[config.mk]
export PLATFORM = sky130hd
export DESIGN_NAME = ipi_cmd_reg
export DESIGN_NICKNAME = d
export VERILOG_FILES = /design/src/rtl/ipi_cmd_reg.sv
export SDC_FILE = /design/constraint.sdc
export NUM_CORES = 1
export LEC_CHECK = 0
export ABC_AREA = 1
export ABC_CLOCK_PERIOD_IN_PS = 1300
export BUFFER_PORTS_ARGS = -buffer_cell sky130_fd_sc_hd__buf_4
export CAP_MARGIN = 40
export CORE_MARGIN = 2
export CORE_UTILIZATION = 45
export DETAILED_ROUTE_END_ITERATION = 8
export HOLD_SLACK_MARGIN = 0.12
export PLACE_DENSITY = 0.8
export SLEW_MARGIN = 10
export SYNTH_ARGS = -nofsm -noshare
export SYNTH_HDL_FRONTEND = slang
export SYNTH_SLANG_ARGS = --single-unit
[constraint.sdc]
create_clock -name clk -period 1.3 [get_ports clk]
set_input_delay 0.065 -clock clk [delete_from_list [all_inputs] [get_ports clk]]
set_output_delay 0.065 -clock clk [all_outputs]
set_load 0.05 [all_outputs]
[src/rtl/ipi_cmd_reg.sv]
module ipi_cmd_reg #(
  parameter int NCORES = 8,
  parameter int AW = 12,
  parameter logic [AW-1:0] LO_OFS = 'h300,
  parameter logic [AW-1:0] HI_OFS = 'h310
) (
  input  logic              clk,
  input  logic              rst_n,
  input  logic [7:0]        local_id,
  input  logic [AW-1:0]     bus_addr,
  input  logic              bus_wr,
  input  logic [31:0]       bus_wdata,
  output logic [31:0]       bus_rdata,
  output logic              msg_valid,
  input  logic              msg_ready,
  output logic [7:0]        msg_vector,
  output logic [2:0]        msg_mode,
  output logic              msg_level,
  output logic              msg_trigger,
  output logic [NCORES-1:0] msg_dest
);

  logic [7:0]        tgt_q;
  logic [7:0]        vec_q;
  logic [2:0]        mode_q;
  logic              dm_q, lvl_q, trg_q, pend_q;
  logic [1:0]        sh_q;
  logic [NCORES-1:0] mask_q, mask_d;

  wire wr_lo  = bus_wr && bus_addr == LO_OFS;
  wire wr_hi  = bus_wr && bus_addr == HI_OFS;
  wire launch = wr_lo && !pend_q;
  wire [1:0] sh_d = bus_wdata[19:18];

  for (genvar i = 0; i < NCORES; i++) begin : g_mask
    wire hit_tgt  = tgt_q == 8'hFF || tgt_q == 8'(i);
    wire hit_self = local_id == 8'(i);
    assign mask_d[i] = (sh_d == 2'b00) ? hit_tgt  :
                       (sh_d == 2'b01) ? hit_self :
                       (sh_d == 2'b10) ? 1'b1     : !hit_self;
  end

  always_ff @(posedge clk) begin
    if (!rst_n) begin
      tgt_q <= '0; vec_q <= '0; mode_q <= '0; dm_q <= 1'b0;
      lvl_q <= 1'b0; trg_q <= 1'b0; sh_q <= '0; pend_q <= 1'b0;
      mask_q <= '0;
    end else begin
      if (wr_hi) tgt_q <= bus_wdata[31:24];
      if (launch) begin
        vec_q  <= bus_wdata[7:0];
        mode_q <= bus_wdata[10:8];
        dm_q   <= bus_wdata[11];
        lvl_q  <= bus_wdata[14];
        trg_q  <= bus_wdata[15];
        sh_q   <= sh_d;
        mask_q <= mask_d;
        pend_q <= 1'b1;
      end else if (pend_q && msg_ready) begin
        pend_q <= 1'b0;
      end
    end
  end

  wire [31:0] lo_word = {12'b0, sh_q, 2'b0, trg_q, lvl_q, 1'b0, pend_q, dm_q, mode_q, vec_q};
  wire [31:0] hi_word = {tgt_q, 24'b0};

  assign bus_rdata   = (bus_addr == LO_OFS) ? lo_word :
                       (bus_addr == HI_OFS) ? hi_word : 32'b0;
  assign msg_valid   = pend_q;
  assign msg_vector  = vec_q;
  assign msg_mode    = mode_q;
  assign msg_level   = lvl_q;
  assign msg_trigger = trg_q;
  assign msg_dest    = mask_q;

  p_launch_r3: assert property (@(posedge clk) disable iff (!rst_n)
    (wr_lo && !msg_valid) |=> msg_valid);
  p_hi_quiet_r2: assert property (@(posedge clk) disable iff (!rst_n)
    (wr_hi && !msg_valid) |=> !msg_valid);
  p_hold_r4: assert property (@(posedge clk) disable iff (!rst_n)
    (msg_valid && !msg_ready) |=> msg_valid && $stable(msg_vector) && $stable(msg_mode) && $stable(msg_dest));
  p_drop_r4: assert property (@(posedge clk) disable iff (!rst_n)
    (msg_valid && msg_ready && !bus_wr) |=> !msg_valid);
  p_ignore_r5: assert property (@(posedge clk) disable iff (!rst_n)
    (msg_valid && wr_lo) |=> $stable(msg_vector) && $stable(msg_level) && $stable(msg_trigger));
  p_self_r7: assert property (@(posedge clk) disable iff (!rst_n)
    (msg_valid && bus_rdata[19:18] == 2'b01 && bus_addr == LO_OFS) |-> $countones(msg_dest) <= 1);
  p_all_r8: assert property (@(posedge clk) disable iff (!rst_n)
    (msg_valid && bus_addr == LO_OFS && bus_rdata[19:18] == 2'b10) |-> &msg_dest);

endmodule

* Word-level counts from Yosys, hierarchy flattened *
Cells that the tools add are included.

word-level totals
  output and inout bits = 54
  flip-flop bits (word level) = 33
  logic and storage cells = 81
  bits of input ports = 56

cells by class
  reductions and logical operators = 25
  muxes and demuxes = 28
  equality and inequality tests = 19

operator list
  cell                                                               number
  8-bit by 3-bit == test with 1-bit output, second input constant    8
  32-bit two-way mux                                                 2
  8-bit by 2-bit == test with 1-bit output, second input constant    4
  1-bit two-way mux                                                  26
  12-bit by 10-bit == test with 1-bit output, second input constant  2
  8-bit by 1-bit == test with 1-bit output, second input constant    2
  8-bit zero test                                                    2
  1-bit zero test                                                    9
  8-bit == test, second input constant                               1
  1-bit logical OR                                                   8
  1-bit logical AND                                                  4
  2-bit by 1-bit == test with 1-bit output, second input constant    1
  2-bit == test, second input constant                               1
  2-bit zero test                                                    1
  2-bit nonzero test                                                 1

* Depth between registers and ports, before layout *
Gate-level depths: netlist of the first run.

  depth in word-level cells = 5
  mapped depth = 10
  mapped depth without buffers = 9

* Least setup slack after synthesis of the first run *
Ideal clock, no wire load.

  kind = in2out
  start point = input port bus_addr[7]
  end point = output port bus_rdata[10]
  path slack = -0.203 ns
  arrival = 1.438 ns
  data required time = 1.235 ns
  buffers on the path = 1
  cell stages on the path = 5
  cells stage by stage = or2_4 nor2_8 nand2_4 clkbuf_1 nor2_1

between the ends
  longest elaborated chain between the ends = 2

ends and longest elaborated chain
  item                                        RTL line  RTL
  start: declaration                          10        input logic [AW-1:0] bus_addr,
  12-bit by 10-bit == test with 1-bit output  68        assign bus_rdata = (bus_addr == LO_OFS) ? lo_word :
  32-bit two-way mux                          68
  end: declaration                            13        output logic [31:0] bus_rdata,

No other way between the ends.

* Worst setup path in the final report of the first run *
  start point = input port bus_addr[7]
  end point = output port bus_rdata[4]

Same word-level chain as after synthesis.

==> impl_metrics.yaml, run 1 <==
run_status:
  status: "finished clean"
floorplanning:
  initial_core_util: 0.4742
  die_w_um: 72.21
  dieArea_mm2: 0.005214
  core_mm2: 0.004414
  die_h_um: 72.21
  num_rows: 24
  boundaryPins: 110
worst_setup_path:
  crit_type: "in2out"
  r2r_start: "msg_valid"
  r2r_slack_ns: 0.12
  critPathArrivalTime_ns: 1.19
  reg2regPathDepth: 7
  endpoint_kind: "output pin"
  cp_max_fo: 6
  worstPathRequired_ns: 1.24
  startpoint_type: "input port"
  regToRegEndpoint: "msg_dest[6]"
clock_network:
  clock-sinks: 33
  cts_root_buf: "clkbuf_8"
  clk_pin_slew_ns: 0.07
  clockBufferDepth: 2
  numCtsBuffers: 5
  cts_tree: "built"
  clock_latency_ns: 0.28
  cts_max_level: 2
sta:
  hold_viol: 0
  fin_crit_sh: 0.9686
  fin_ws_ns: 0.04088
  rsz0062_at_grt: "true"
  post-route-min-period_ns: 1.259
  clock_skew_ns: 0.005644
  final_max_slew_viol_count: 0
  setup_violations: 0
  fmax_mhz: 794.2
synth:
  synth-seq-cells: 33
  synth_area_mm2: 0.002093
  synth-warning-count: 0
  ys.flop_type: "dfxtp_1"
  synthDominantCellAreaShare: 0.3156
  synth_common_cells: "nor2_1 (106), nand2_1 (102), inv_1 (56)"
  synth.most_common_cell: "nor2_1"
  ys_types: 23
  syn_inst: 364
  synth_top_cell_by_area: "dfxtp_1"
  synth_edf_count: 0
  synth-seq-area-share: 0.3156
  yosys-top-cells-area: "dfxtp_1 (32%), nor2_1 (19%), nand2_1 (18%), inv_1 (10%), nand3_1 (2.9%)"
  synthArstFlopShare: 0
  syn_area_per_cell_um2: 5.751
global_routing:
  grt_max_degree: 31
  grt_pass1_vias: 2309
  antenna_found_initial: 0
  grt_pass1_wl_um: 9687
  grt_overflow: 0
  grtUsageTotal: 0.2273
drt:
  ant_nets: 0
  drtIter0Drc: 98
  wl_per_cell_um: 10.86
  drcViolationCount: 0
  via_per_inst: 4.503
  vias: 2436
  wl_um: 5877
  firstDrtPassIters: 4
hold_path:
  min_to: "tgt_q[5]"
  whs_path_depth: 3
  worstHoldStart: "rst_n"
  min_path_type: "in2reg"
place:
  dp.cells: 506
  port_buffers: 94
  finalWeightedCongestion: 0.8618
  post-dp-hpwl_um: 4108
  post-place-ws_ns: 0.03998
pwr:
  p_int_mw: 1.748
  power.switching_uw: 567.9
  total_power_mw: 2.316
  p_per_area_mw_per_mm2: 709.4
  switching_share: 0.2452
  clock_power_share: 0.423
  p_leak_nw: 1.731
  p_seq_frac: 0.436
  max-vdd-ir-drop_v: 0.0005502
  power_frac_comb: 0.140
finish:
  nets: 544
  insertedDiodeCount: 0
  fillers: 372
  post-route-util: 0.7395
  syn_to_final_growth_pct: 55.95
  stdcell_count: 541
  layout-drive-gt1-share: 0.2802
job:
  maxCapViolCount: 0
worst max-delay path by stage:
stage                      startpoint             to
after floorplan           bus_addr[7]  bus_rdata[10]
final                     bus_addr[7]   bus_rdata[4]
after detailed placement  bus_addr[7]   bus_rdata[8]
after global placement    bus_addr[7]  bus_rdata[10]
after global routing      bus_addr[7]  bus_rdata[18]
after CTS                   msg_valid    msg_dest[6]
area by class of cell:
type	count	area [um2]	share of cell area
clock buffers	5	68.82	0.02108
flip-flops and latches	33	661.9	0.2028
multi-input cells	264	1164	0.3565
clock inverters	3	46.29	0.01418
inverters	56	210.2	0.06439
repair buffers	128	1049	0.3212
well taps	52	65.06	0.01993
layer usage:
metal	share of wire	vias up	track usage
li1	-	1309	-
met1	0.42	1043	0.2511
met2	0.51	78	0.4404
met3	0.069	6	0.05139
met4	0.0058	0	0.04403
met5	0	-	0
state kept, by name, summed over array words and instances (netlist names):
signal / cells
msg_dest: 8
msg_vector: 8
tgt_q: 8
msg_mode: 3
sh_q: 2
dm_q: 1
msg_level: 1
msg_trigger: 1
msg_valid: 1
stage by stage:
step	hold WS [ns]	TNS (ns)	instance area [um2]
finish	0.1769	0	3264
global route	0.1748	-0.03427	3264
CTS	0.1630	0	3208
detailed placement	0.2923	0	2853
global placement	0.2873	0	2853
floorplan	0.1999	-2.738	2137
power groups by stage:
stage	Sequential (mW)	Clock, mW	Combinational [mW]
finish	1.01	0.981	0.325
CTS	1.01	0.999	0.315
detailed placement	1.03	0	0.256
floorplan	1.03	0	0.147
global route	1.01	1.03	0.352
global placement	1.03	0	0.252
worst max-delay path, stage by stage:
cell and delay [ns]:
buf_4 0.11, or2_4 0.28, nor2_8 0.15, nand2_4 0.08, buf_4 0.16, nor2_1 0.13, buf_4 0.22
cells by family (layout without fill, tap and decap cells):
kind of cell,after synthesis,after routing,share of synthesized area
AOI/OAI and AO/OA,25,25,0.06216
buffers and inverters,73,192,0.1578
DFF,33,33,0.3156
other,1,7,0.001791
and+or+nand+nor,232,232,0.4626
cells in the final DEF (no fill, tap or decap), types with 2 or more instances in the layout:
cell type / n
dfxtp_1: 32
or2_4: 2
nor2_4: 2
clkbuf_8: 5
nor2_2: 12
o21bai_1: 2
nand4_1: 2
a21oi_1: 6
inv_1: 55
buf_6: 4
o21ai_0: 10
buf_4: 99
conb_1: 7
nand3_1: 12
dlygate4sd3_1: 24
o21ai_1: 7
nor2_1: 94
nand2_1: 101
repair_timing:
item,4_1_cts,5_1_grt
endpoints found under the setup margin,0,32
hold endpoints to repair,24,0
gates resized for setup,0,11
hold buffers,24,0
buffers inserted,0,3
Note: power is estimated with default switching activity, not from simulation.
==> run 2, diff against run 1 <==
--- a/config.mk
+++ b/config.mk
@@ -5,14 +5,14 @@
 export SDC_FILE = /design/constraint.sdc
 export NUM_CORES = 1
 export LEC_CHECK = 0
-export ABC_AREA = 1
 export ABC_CLOCK_PERIOD_IN_PS = 1300
 export BUFFER_PORTS_ARGS = -buffer_cell sky130_fd_sc_hd__buf_4
 export CAP_MARGIN = 40
 export CORE_MARGIN = 2
-export CORE_UTILIZATION = 45
+export CORE_UTILIZATION = 43
 export DETAILED_ROUTE_END_ITERATION = 8
 export HOLD_SLACK_MARGIN = 0.12
+export MAX_ROUTING_LAYER = met4
 export PLACE_DENSITY = 0.8
 export SLEW_MARGIN = 10
 export SYNTH_ARGS = -nofsm -noshare
==> impl_metrics.yaml, run 2 <==
clock_network:
  clock-sinks: 33
  numCtsBuffers: 5
  clk_pin_slew_ns: 0.07
  cts_max_level: 2
  cts_root_buf: "clkbuf_8"
  cts_tree: "built"
  clock_latency_ns: 0.29
  clockBufferDepth: 2
pwr:
  power_frac_comb: 0.142
  p_int_mw: 1.813
  p_per_area_mw_per_mm2: 660.8
  clock_power_share: 0.429
  p_seq_frac: 0.428
  switching_share: 0.2319
  power.switching_uw: 547.4
  max-vdd-ir-drop_v: 0.0007700
  p_leak_nw: 1.627
  total_power_mw: 2.360
worst_setup_path:
  cp_max_fo: 9
  r2r_start: "tgt_q[7]"
  reg2regPathDepth: 5
  endpoint_kind: "output pin"
  regToRegEndpoint: "msg_dest[1]"
  r2r_slack_ns: -0.19
  crit_type: "in2out"
  startpoint_type: "input port"
  endpoint: "bus_rdata[10]"
  cp-startpoint: "bus_addr[1]"
  worstPathRequired_ns: 1.24
  critPathArrivalTime_ns: 1.53
drt:
  vias: 2275
  wl_um: 7701
  drcViolationCount: 0
  via_per_inst: 5.456
  firstDrtPassIters: 4
  ant_nets: 0
  wl_per_cell_um: 18.47
  drtIter0Drc: 135
hold_path:
  min_path_type: "in2reg"
finish:
  stdcell_count: 417
  layout-drive-gt1-share: 0.5041
  syn_to_final_growth_pct: 97.31
  layout_common_cells: "buf_4 (87), nand2_1 (41), dfxtp_1 (31), dlygate4sd3_1 (24)"
  nets: 422
  layout_commonest_cell: "buf_4"
  post-route-util: 0.8866
  insertedDiodeCount: 0
synth:
  synth_common_cells: "nand2_1 (45), dfxtp_1 (33), and2_1 (25)"
  ys.flop_type: "dfxtp_1"
  synth_area_mm2: 0.001810
  yosys-top-cells-area: "dfxtp_1 (36%), nand2_1 (9.3%), and2_1 (8.6%), a21boi_1 (6.6%), buf_4 (3.7%)"
  synth-warning-count: 0
  syn_inst: 221
  syn_area_per_cell_um2: 8.192
  synth-seq-area-share: 0.3649
  synth_edf_count: 0
  synth_top_cell_by_area: "dfxtp_1"
  synthArstFlopShare: 0
  synthDominantCellAreaShare: 0.3649
  synth.most_common_cell: "nand2_1"
  synth-seq-cells: 33
  ys_types: 36
sta:
  fmax_mhz: 628.6
  hold_viol: 0
  rsz0062_at_grt: "true"
  setup_tns_ns: -12.24
  fin_ws_ns: -0.2908
  post-route-min-period_ns: 1.591
  fin_crit_sh: 1.224
  final_max_slew_viol_count: 0
  clock_skew_ns: 0.006541
  setup_violations: 56
floorplanning:
  die_w_um: 68.89
  dieArea_mm2: 0.004745
  num_rows: 23
  boundaryPins: 110
  die_h_um: 68.89
  core_mm2: 0.004029
  initial_core_util: 0.4494
place:
  port_buffers: 94
  finalWeightedCongestion: 0.7494
  post-dp-hpwl_um: 3851
  dp.cells: 374
run_status:
  violations: "negative setup slack"
  status: "finished, violations left"
global_routing:
  antenna_found_initial: 0
  grt_overflow: 0
  grt_max_degree: 42
  grt_pass1_wl_um: 9404
  grtUsageTotal: 0.2754
  grt_pass1_vias: 2097
job:
  maxCapViolCount: 0
## run 2: changes by cell type after synthesis, moves of 6 or more
cell | previous run | this run
and2_1 | 0 | 25
o2111ai_1 | 0 | 6
o21ai_1 | 7 | 0
a21boi_1 | 0 | 16
nor2_1 | 106 | 5
nand2_1 | 102 | 45
inv_1 | 56 | 1
xor2_1 | 0 | 6
o211a_1 | 0 | 6
## run 2: timing repair
item,in CTS,in global routing
pin swaps,14,5
hold buffers,24,0
hold endpoints to repair,24,0
gates resized for setup,58,35
endpoints found under the setup margin,58,58
cloned,0,6
buffers inserted,2,3
## run 2: layer usage
| layer | up-vias | track usage | routed length [um] |
|---|---|---|---|
| met5 | - | - | 0 |
| met4 | 0 | 0.1029 | 283 |
| met3 | 29 | 0.08442 | 619 |
| met2 | 136 | 0.5168 | 4216 |
| met1 | 1068 | 0.2627 | 2582 |
| li1 | 1042 | - | - |
## run 2: logic make-up after synthesis
| kind of cell | Yosys count | synth area share |
|---|---|---|
| flip-flops | 33 | 0.3649 |
| buffers and inverters | 20 | 0.06565 |
| AO/OA/AOI/OAI | 43 | 0.1714 |
| XOR/XNOR | 8 | 0.03870 |
| other | 1 | 0.002071 |
| AND/OR/NAND/NOR | 116 | 0.3573 |
## run 2: area by class of cell
type	count	area [um2]
repair buffers	150	1478
multi-input cells	175	1249
flip-flops and latches	33	663.1
fillers	190	456.7
clock buffers	7	86.33
well taps	50	62.56
clock inverters	1	30.03
inverters	1	3.754
## run 2: per-stage QoR
step	hold WS [ns]	setup slack, ns	area [um2]
finish	0.1747	-0.2908	3572
global route	0.1895	-0.3414	3572
CTS	0.1644	-0.2685	3334
detailed placement	0.3268	-0.5570	2724
global placement	0.3134	-0.4598	2724
floorplan	0.1976	-0.4248	1903
## run 2: worst min path at each step
stage / from / cells after the start / slack [ns] / endpoint
after detailed placement: bus_wdata[0] / 3 / 0.33 / msg_vector[0]
after global placement: bus_wdata[25] / 3 / 0.31 / tgt_q[1]
after CTS: bus_wr / 4 / 0.16 / msg_dest[3]
after global routing: bus_addr[4] / 5 / 0.19 / msg_dest[3]
final: bus_wr / 3 / 0.17 / tgt_q[6]
after floorplan: bus_wdata[25] / 2 / 0.20 / tgt_q[1]
## run 2: worst max-delay path, cell delays in order
cell    delay [ns]
buf_6         0.09
or4_4         0.56
nor4_4        0.17
buf_4         0.18
buf_6         0.14
and2_2        0.16
buf_6         0.15
## run 2: power by group through the flow
stage | Sequential [mW] | Combinational, mW | Clock (mW)
floorplan | 1.03 | 0.128 | 0
global placement | 1.03 | 0.245 | 0
detailed placement | 1.03 | 0.248 | 0
CTS | 1.01 | 0.316 | 1.02
global route | 1.01 | 0.356 | 1.08
finish | 1.01 | 0.336 | 1.01
